[src/rtl/perf_ctr_bank.sv]
module perf_ctr_bank #(
  parameter int NGP   = 4,
  parameter int NFIX  = 3,
  parameter int CW    = 48,
  parameter int IW    = 3,
  parameter int NEV   = 8,
  parameter int FBASE = 32
) (
  input  logic               clk,
  input  logic               rst_n,
  input  logic               priv_user,
  input  logic [NEV*IW-1:0]  ev_inc,
  input  logic [NFIX*IW-1:0] fix_inc,
  input  logic               reg_wr,
  input  logic [7:0]         reg_addr,
  input  logic [63:0]        reg_wdata,
  output logic [63:0]        reg_rdata,
  output logic               reg_err,
  input  logic [31:0]        rd_idx,
  output logic [63:0]        rd_data,
  output logic               rd_err,
  output logic               irq
);
  localparam int GW  = FBASE + NFIX;
  localparam int ESW = $clog2(NEV);
  localparam int CMW = IW + 1;
  localparam logic [7:0] A_SEL  = 8'h00;
  localparam logic [7:0] A_LEG  = 8'h10;
  localparam logic [7:0] A_FULL = 8'h18;
  localparam logic [7:0] A_FIX  = 8'h20;
  localparam logic [7:0] A_FCTL = 8'h30;
  localparam logic [7:0] A_GCTL = 8'h31;
  localparam logic [7:0] A_GST  = 8'h32;
  localparam logic [7:0] A_GCLR = 8'h33;

  logic [CW-1:0]     gcnt [NGP];
  logic [CW-1:0]     fcnt [NFIX];
  logic [31:0]       evsel [NGP];
  logic [4*NFIX-1:0] fctl;
  logic [GW-1:0]     gctl, gstat, ovf, inten, clr;
  logic [NGP-1:0]    ovf_g, ie_g;
  logic [NFIX-1:0]   ovf_f, ie_f;
  logic [IW-1:0]     evv [NEV];

  wire too_wide = |reg_wdata[63:CW];

  for (genvar e = 0; e < NEV; e++) begin : g_lane
    assign evv[e] = ev_inc[e*IW +: IW];
  end

  for (genvar g = 0; g < NGP; g++) begin : g_gp
    wire [IW-1:0]  inc    = evv[evsel[g][ESW-1:0]];
    wire [CMW-1:0] cm     = evsel[g][20 +: CMW];
    wire           live   = gctl[g] & evsel[g][19] & (priv_user ? evsel[g][17] : evsel[g][16]);
    wire [IW-1:0]  amt    = !live ? '0 : (cm == '0) ? inc : ({1'b0, inc} >= cm) ? IW'(1) : '0;
    wire [CW:0]    sum    = {1'b0, gcnt[g]} + {{(CW+1-IW){1'b0}}, amt};
    wire           w_leg  = reg_wr && reg_addr == A_LEG + 8'(g);
    wire           w_full = reg_wr && reg_addr == A_FULL + 8'(g) && !too_wide;

    always_ff @(posedge clk or negedge rst_n)
      if (!rst_n) begin
        gcnt[g]  <= '0;
        evsel[g] <= '0;
      end else begin
        if (reg_wr && reg_addr == A_SEL + 8'(g)) evsel[g] <= reg_wdata[31:0];
        if (w_leg)       gcnt[g] <= {{(CW-32){reg_wdata[31]}}, reg_wdata[31:0]};
        else if (w_full) gcnt[g] <= reg_wdata[CW-1:0];
        else             gcnt[g] <= sum[CW-1:0];
      end

    assign ovf_g[g] = sum[CW] & ~w_leg & ~w_full;
    assign ie_g[g]  = evsel[g][18];
  end

  for (genvar f = 0; f < NFIX; f++) begin : g_fix
    wire          live = gctl[FBASE+f] & (priv_user ? fctl[4*f+1] : fctl[4*f]);
    wire [IW-1:0] amt  = live ? fix_inc[f*IW +: IW] : '0;
    wire [CW:0]   sum  = {1'b0, fcnt[f]} + {{(CW+1-IW){1'b0}}, amt};
    wire          w    = reg_wr && reg_addr == A_FIX + 8'(f);

    always_ff @(posedge clk or negedge rst_n)
      if (!rst_n)  fcnt[f] <= '0;
      else if (w)  fcnt[f] <= reg_wdata[CW-1:0];
      else         fcnt[f] <= sum[CW-1:0];

    assign ovf_f[f] = sum[CW] & ~w;
    assign ie_f[f]  = fctl[4*f+3];
  end

  always_comb begin
    ovf   = '0;
    inten = '0;
    ovf[NGP-1:0]     = ovf_g;
    ovf[FBASE +: NFIX]   = ovf_f;
    inten[NGP-1:0]   = ie_g;
    inten[FBASE +: NFIX] = ie_f;
  end

  assign clr = (reg_wr && reg_addr == A_GCLR) ? reg_wdata[GW-1:0] : '0;

  always_ff @(posedge clk or negedge rst_n)
    if (!rst_n) begin
      gctl    <= '0;
      fctl    <= '0;
      gstat   <= '0;
      reg_err <= 1'b0;
    end else begin
      if (reg_wr && reg_addr == A_GCTL) gctl <= reg_wdata[GW-1:0];
      if (reg_wr && reg_addr == A_FCTL) fctl <= reg_wdata[4*NFIX-1:0];
      gstat   <= (gstat & ~clr) | ovf;
      reg_err <= reg_wr && reg_addr >= A_FULL && reg_addr < A_FULL + 8'(NGP) && too_wide;
    end

  assign irq = |(gstat & inten);

  always_comb begin
    reg_rdata = '0;
    for (int i = 0; i < NGP; i++) begin
      if (reg_addr == A_SEL + 8'(i)) reg_rdata = {32'b0, evsel[i]};
      if (reg_addr == A_LEG + 8'(i) || reg_addr == A_FULL + 8'(i))
        reg_rdata = {{(64-CW){1'b0}}, gcnt[i]};
    end
    for (int i = 0; i < NFIX; i++)
      if (reg_addr == A_FIX + 8'(i)) reg_rdata = {{(64-CW){1'b0}}, fcnt[i]};
    if (reg_addr == A_FCTL) reg_rdata = {{(64-4*NFIX){1'b0}}, fctl};
    if (reg_addr == A_GCTL) reg_rdata = {{(64-GW){1'b0}}, gctl};
    if (reg_addr == A_GST)  reg_rdata = {{(64-GW){1'b0}}, gstat};
  end

  logic          hit;
  logic [CW-1:0] val;
  always_comb begin
    hit = 1'b0;
    val = '0;
    for (int i = 0; i < NGP; i++)
      if (!rd_idx[30] && rd_idx[29:0] == 30'(i)) begin hit = 1'b1; val = gcnt[i]; end
    for (int i = 0; i < NFIX; i++)
      if (rd_idx[30] && rd_idx[29:0] == 30'(i)) begin hit = 1'b1; val = fcnt[i]; end
    rd_err  = !hit;
    rd_data = !hit ? '0 : rd_idx[31] ? {32'b0, val[31:0]} : {{(64-CW){1'b0}}, val};
  end
endmodule

[config.mk]
export PLATFORM = sky130hd
export DESIGN_NAME = perf_ctr_bank
export DESIGN_NICKNAME = d
export VERILOG_FILES = /design/src/rtl/perf_ctr_bank.sv
export SDC_FILE = /design/constraint.sdc
export NUM_CORES = 2
export LEC_CHECK = 0
export ABC_AREA = 0
export BUFFER_PORTS_ARGS = -buffer_cell sky130_fd_sc_hd__clkbuf_2
export CORE_MARGIN = 2
export CORE_UTILIZATION = 55
export DETAILED_ROUTE_END_ITERATION = 10
export HOLD_SLACK_MARGIN = 0.15
export PLACE_DENSITY = 0.74
export SLEW_MARGIN = 20
export SYNTH_ARGS = -nofsm -noshare
export SYNTH_HDL_FRONTEND = slang
export SYNTH_SLANG_ARGS = --single-unit
[constraint.sdc]
create_clock -name clk -period 7.95 [get_ports clk]
set_input_delay 1.59 -clock clk [delete_from_list [all_inputs] [get_ports clk]]
set_output_delay 1.59 -clock clk [all_outputs]
set_load 0.05 [all_outputs]
==> impl_metrics.tcl <==
set metrics [dict create \
    run_status "finished clean" \
    fp.dieArea_um2 66310 \
    slowest_stage "or4b_2" \
    cts_made_buffers 60 \
    cp_max_fo 24 \
    synth_top_family_by_area "simple AND/OR/NAND/NOR gates" \
    num_rows 92 \
    place_congestion 1.060 \
    path_cells "buf_4 > or4b_2 > a21oi_2 > buf_4 > a221oi_1 > nor3_1 > a211o_1 > clkbuf_2" \
    syn2layout_area_growth_pct 10.94 \
    min_period_ps 6886 \
    critical_path.max_stage_delay_ps 960 \
    setup_viol 0 \
    cts_hold_buf 0 \
    via_per_inst 7.062 \
    p_leak_nw 17.20 \
    clock_sinks 547 \
    layout-drive-gt1-share_pct 18.71 \
    ant_nets 0 \
    insertion_delay_ps 680 \
    fin_util_pct 61.94 \
    grt_max_degree 178 \
    drc 0 \
    vias 34030 \
    yosysWarnings 0 \
    cts_resized 0 \
    start_kind "primary input" \
    grt_pass1_wl_um 213800 \
    post-cts-setup-buffers 0 \
    rsz0062_at_grt "no" \
    power.total_mw 7.161 \
    cts_buffer_depth 3 \
    critPathKind "in2out" \
    ios 272 \
    maxCapViolCount 0 \
    layout_setup_ws_ps 1064 \
    routed_wl_um 145400 \
    nFillCells 5432 \
    root_buffer "clkbuf_16" \
    endpoint_kind "output pin" \
    finalHoldViolations 0 \
    worstMarginPinSlew_ps 1210 \
    path_clk_slew_ps 60 \
    worstPathArrival_ps 5300 \
    syn_area_um2 35350 \
    synth_compound_area_share_pct 17.33 \
    layout.nets 4110 \
    required_ps 6360 \
    period_share_pct 86.61 \
    setup_tns_ps 0 \
    dieHeight_um 257.5 \
    syn_area_per_cell_um2 9.193 \
    post-synth-top-count-cell "dfrtp_1" \
    grt_pass1_vias 32320 \
    synthMuxAreaShare_pct 11.77 \
    yosysTopAreaCellShare_pct 38.72 \
    dp_slack_ps 1398 \
    seq_area_frac_synth_pct 38.72 \
    drt_first_iter_violations 6156 \
    htree_levels 2 \
    yosys.cell_types.count 88 \
    synth-xor-area-share_pct 7.929 \
    slew_viol_final 0 \
    hp-class "reg2reg" \
    drt-pass1-iter-count 9 \
    skew_ps 29.55 \
    fmax_mhz 145.2 \
    vdd_ir_drop_max_uv 192.7 \
    synth-main-ff-cell "dfrtp_1" \
    die_w_um 257.5 \
    synthTopCellsByArea "dfrtp_1 39%, mux2_2 6.6%, a21oi_1 5.2%, nor2_1 4.7%, xnor2_1 4.6%" \
    coreArea_um2 63310 \
    whs_ps 502.2 \
    cts_tree "yes" \
    synth_edf_count 0 \
    synthArstFlopShare_pct 100.0 \
    antenna_found_initial 4 \
    powerDensity_nw_per_um2 182.6 \
    initial_core_util_pct 55.83 \
    crit_top_cell "buf_4" \
    synthSimpleGateAreaFrac_pct 17.69 \
    yosys-top-cells-count "547 x dfrtp_1, 446 x nor2_1, 368 x a21oi_1" \
    ys_seq_elements 547 \
    wire_per_inst_um 30.17 \
    dpl.hpwl_um 102100 \
    max-slew-margin-rel_pct 18.74 \
    synthCells 3845 \
    synthAdderAreaFrac_pct 1.564 \
    track_usage_pct 43.17 \
    grt_overflow 0 \
    synth_area_leader_cell "dfrtp_1" \
    port_buffers 239 \
]
-- per-stage QoR --
stage                     instance area [µm²]  instances
after floorplan                         35470       3876
after global placement                  37030       4711
after detailed placement                37030       4711
after CTS                               39170       4816
after global routing                    39220       4818
final                                   39220       4819
-- routing by layer --
layer / GRT usage [%] / vias up / share of wire [%]
met3: 15.90 / 719 / 16
met5: 0 / - / 0.018
met4: 26.88 / 4 / 7.7
met2: 61.87 / 2909 / 41
met1: 55.33 / 16270 / 35
li1: - / 14130 / -
-- cell usage in the layout (no fill, tap or decap), types with 10 or more instances in the layout --
cell type / instances
and2_1: 17
and4_1: 20
ha_1: 33
clkbuf_8: 10
buf_4: 83
nor2_1: 438
mux2i_1: 51
inv_1: 75
a221oi_1: 65
a222oi_1: 29
a211oi_1: 16
mux2_2: 208
dfrtp_1: 547
or4_1: 11
xor2_1: 133
a21o_1: 27
mux4_2: 56
bufinv_16: 11
clkbuf_2: 233
a21boi_0: 37
nand2_1: 272
o22ai_1: 50
nand2b_1: 14
a22oi_1: 56
a221o_1: 73
nor3_1: 96
nor2b_1: 32
a21oi_1: 367
nor4_1: 45
o21ai_0: 94
nand4_1: 59
and3_1: 70
xnor2_1: 187
nand3_1: 158
clkbuf_16: 60
a22o_1: 10
clkbuf_1: 12
conb_1: 32
-- flip-flops by register name, summed over array words and instances, names as in the netlist --
register and flops:
reg_err 1, gctl 35, gstat 35, evsel 128, gcnt 192, fctl 12, fcnt 144
-- where the power goes --
part / internal (mW) / switching, mW
logic: 0.318 / 0.502
clock network: 1.84 / 1.26
registers: 2.95 / 0.290
-- worst paths after layout --
| kind | from | to | slack (ps) | cells after the start |
|---|---|---|---|---|
| worst max-delay path | reg_addr[0] | reg_rdata[28] | 1060 | 8 |
| worst min-delay path | evsel[24]$_DFFE_PN0P_ | evsel[24]$_DFFE_PN0P_ | 500 | 1 |
| worst max register to register | evsel[64]$_DFFE_PN0P_ | gcnt[128]$_DFF_PN0_ | 2350 | 16 |
| worst min register to register | evsel[24]$_DFFE_PN0P_ | evsel[24]$_DFFE_PN0P_ | 500 | 1 |
| max in group asynchronous | rst_n | gcnt[61]$_DFF_PN0_ | 5490 | 2 |
| min in group asynchronous | rst_n | fcnt[92]$_DFF_PN0_ | 920 | 1 |
-- critical path: cells and delay by family --
| kind | cells | cell delay (ps) |
|---|---|---|
| AND/OR/NAND/NOR | 2 | 1710 |
| AO/OA/AOI/OAI | 3 | 990 |
| buffers and inverters | 3 | 950 |
-- area by class of cell --
class	count	area [µm²]	share of cell area, %
antenna	1	2.502	0.006381
clock buffer	82	1684	4.294
clock inverter	23	456.7	1.164
inverter	75	281.5	0.7178
multi-input combinational	2923	20170	51.42
sequential	547	13690	34.90
tap	846	1059	2.699
timing repair buffer	322	1881	4.795
-- kinds of logic after synthesis --
logic type | Yosys count
flops | 547
fa+ha+maj | 40
other cells | 1
xor+xnor | 320
mux | 319
compound gates | 912
buf+inv | 406
simple gates | 1300
Note: power is estimated with default switching activity, not from simulation.
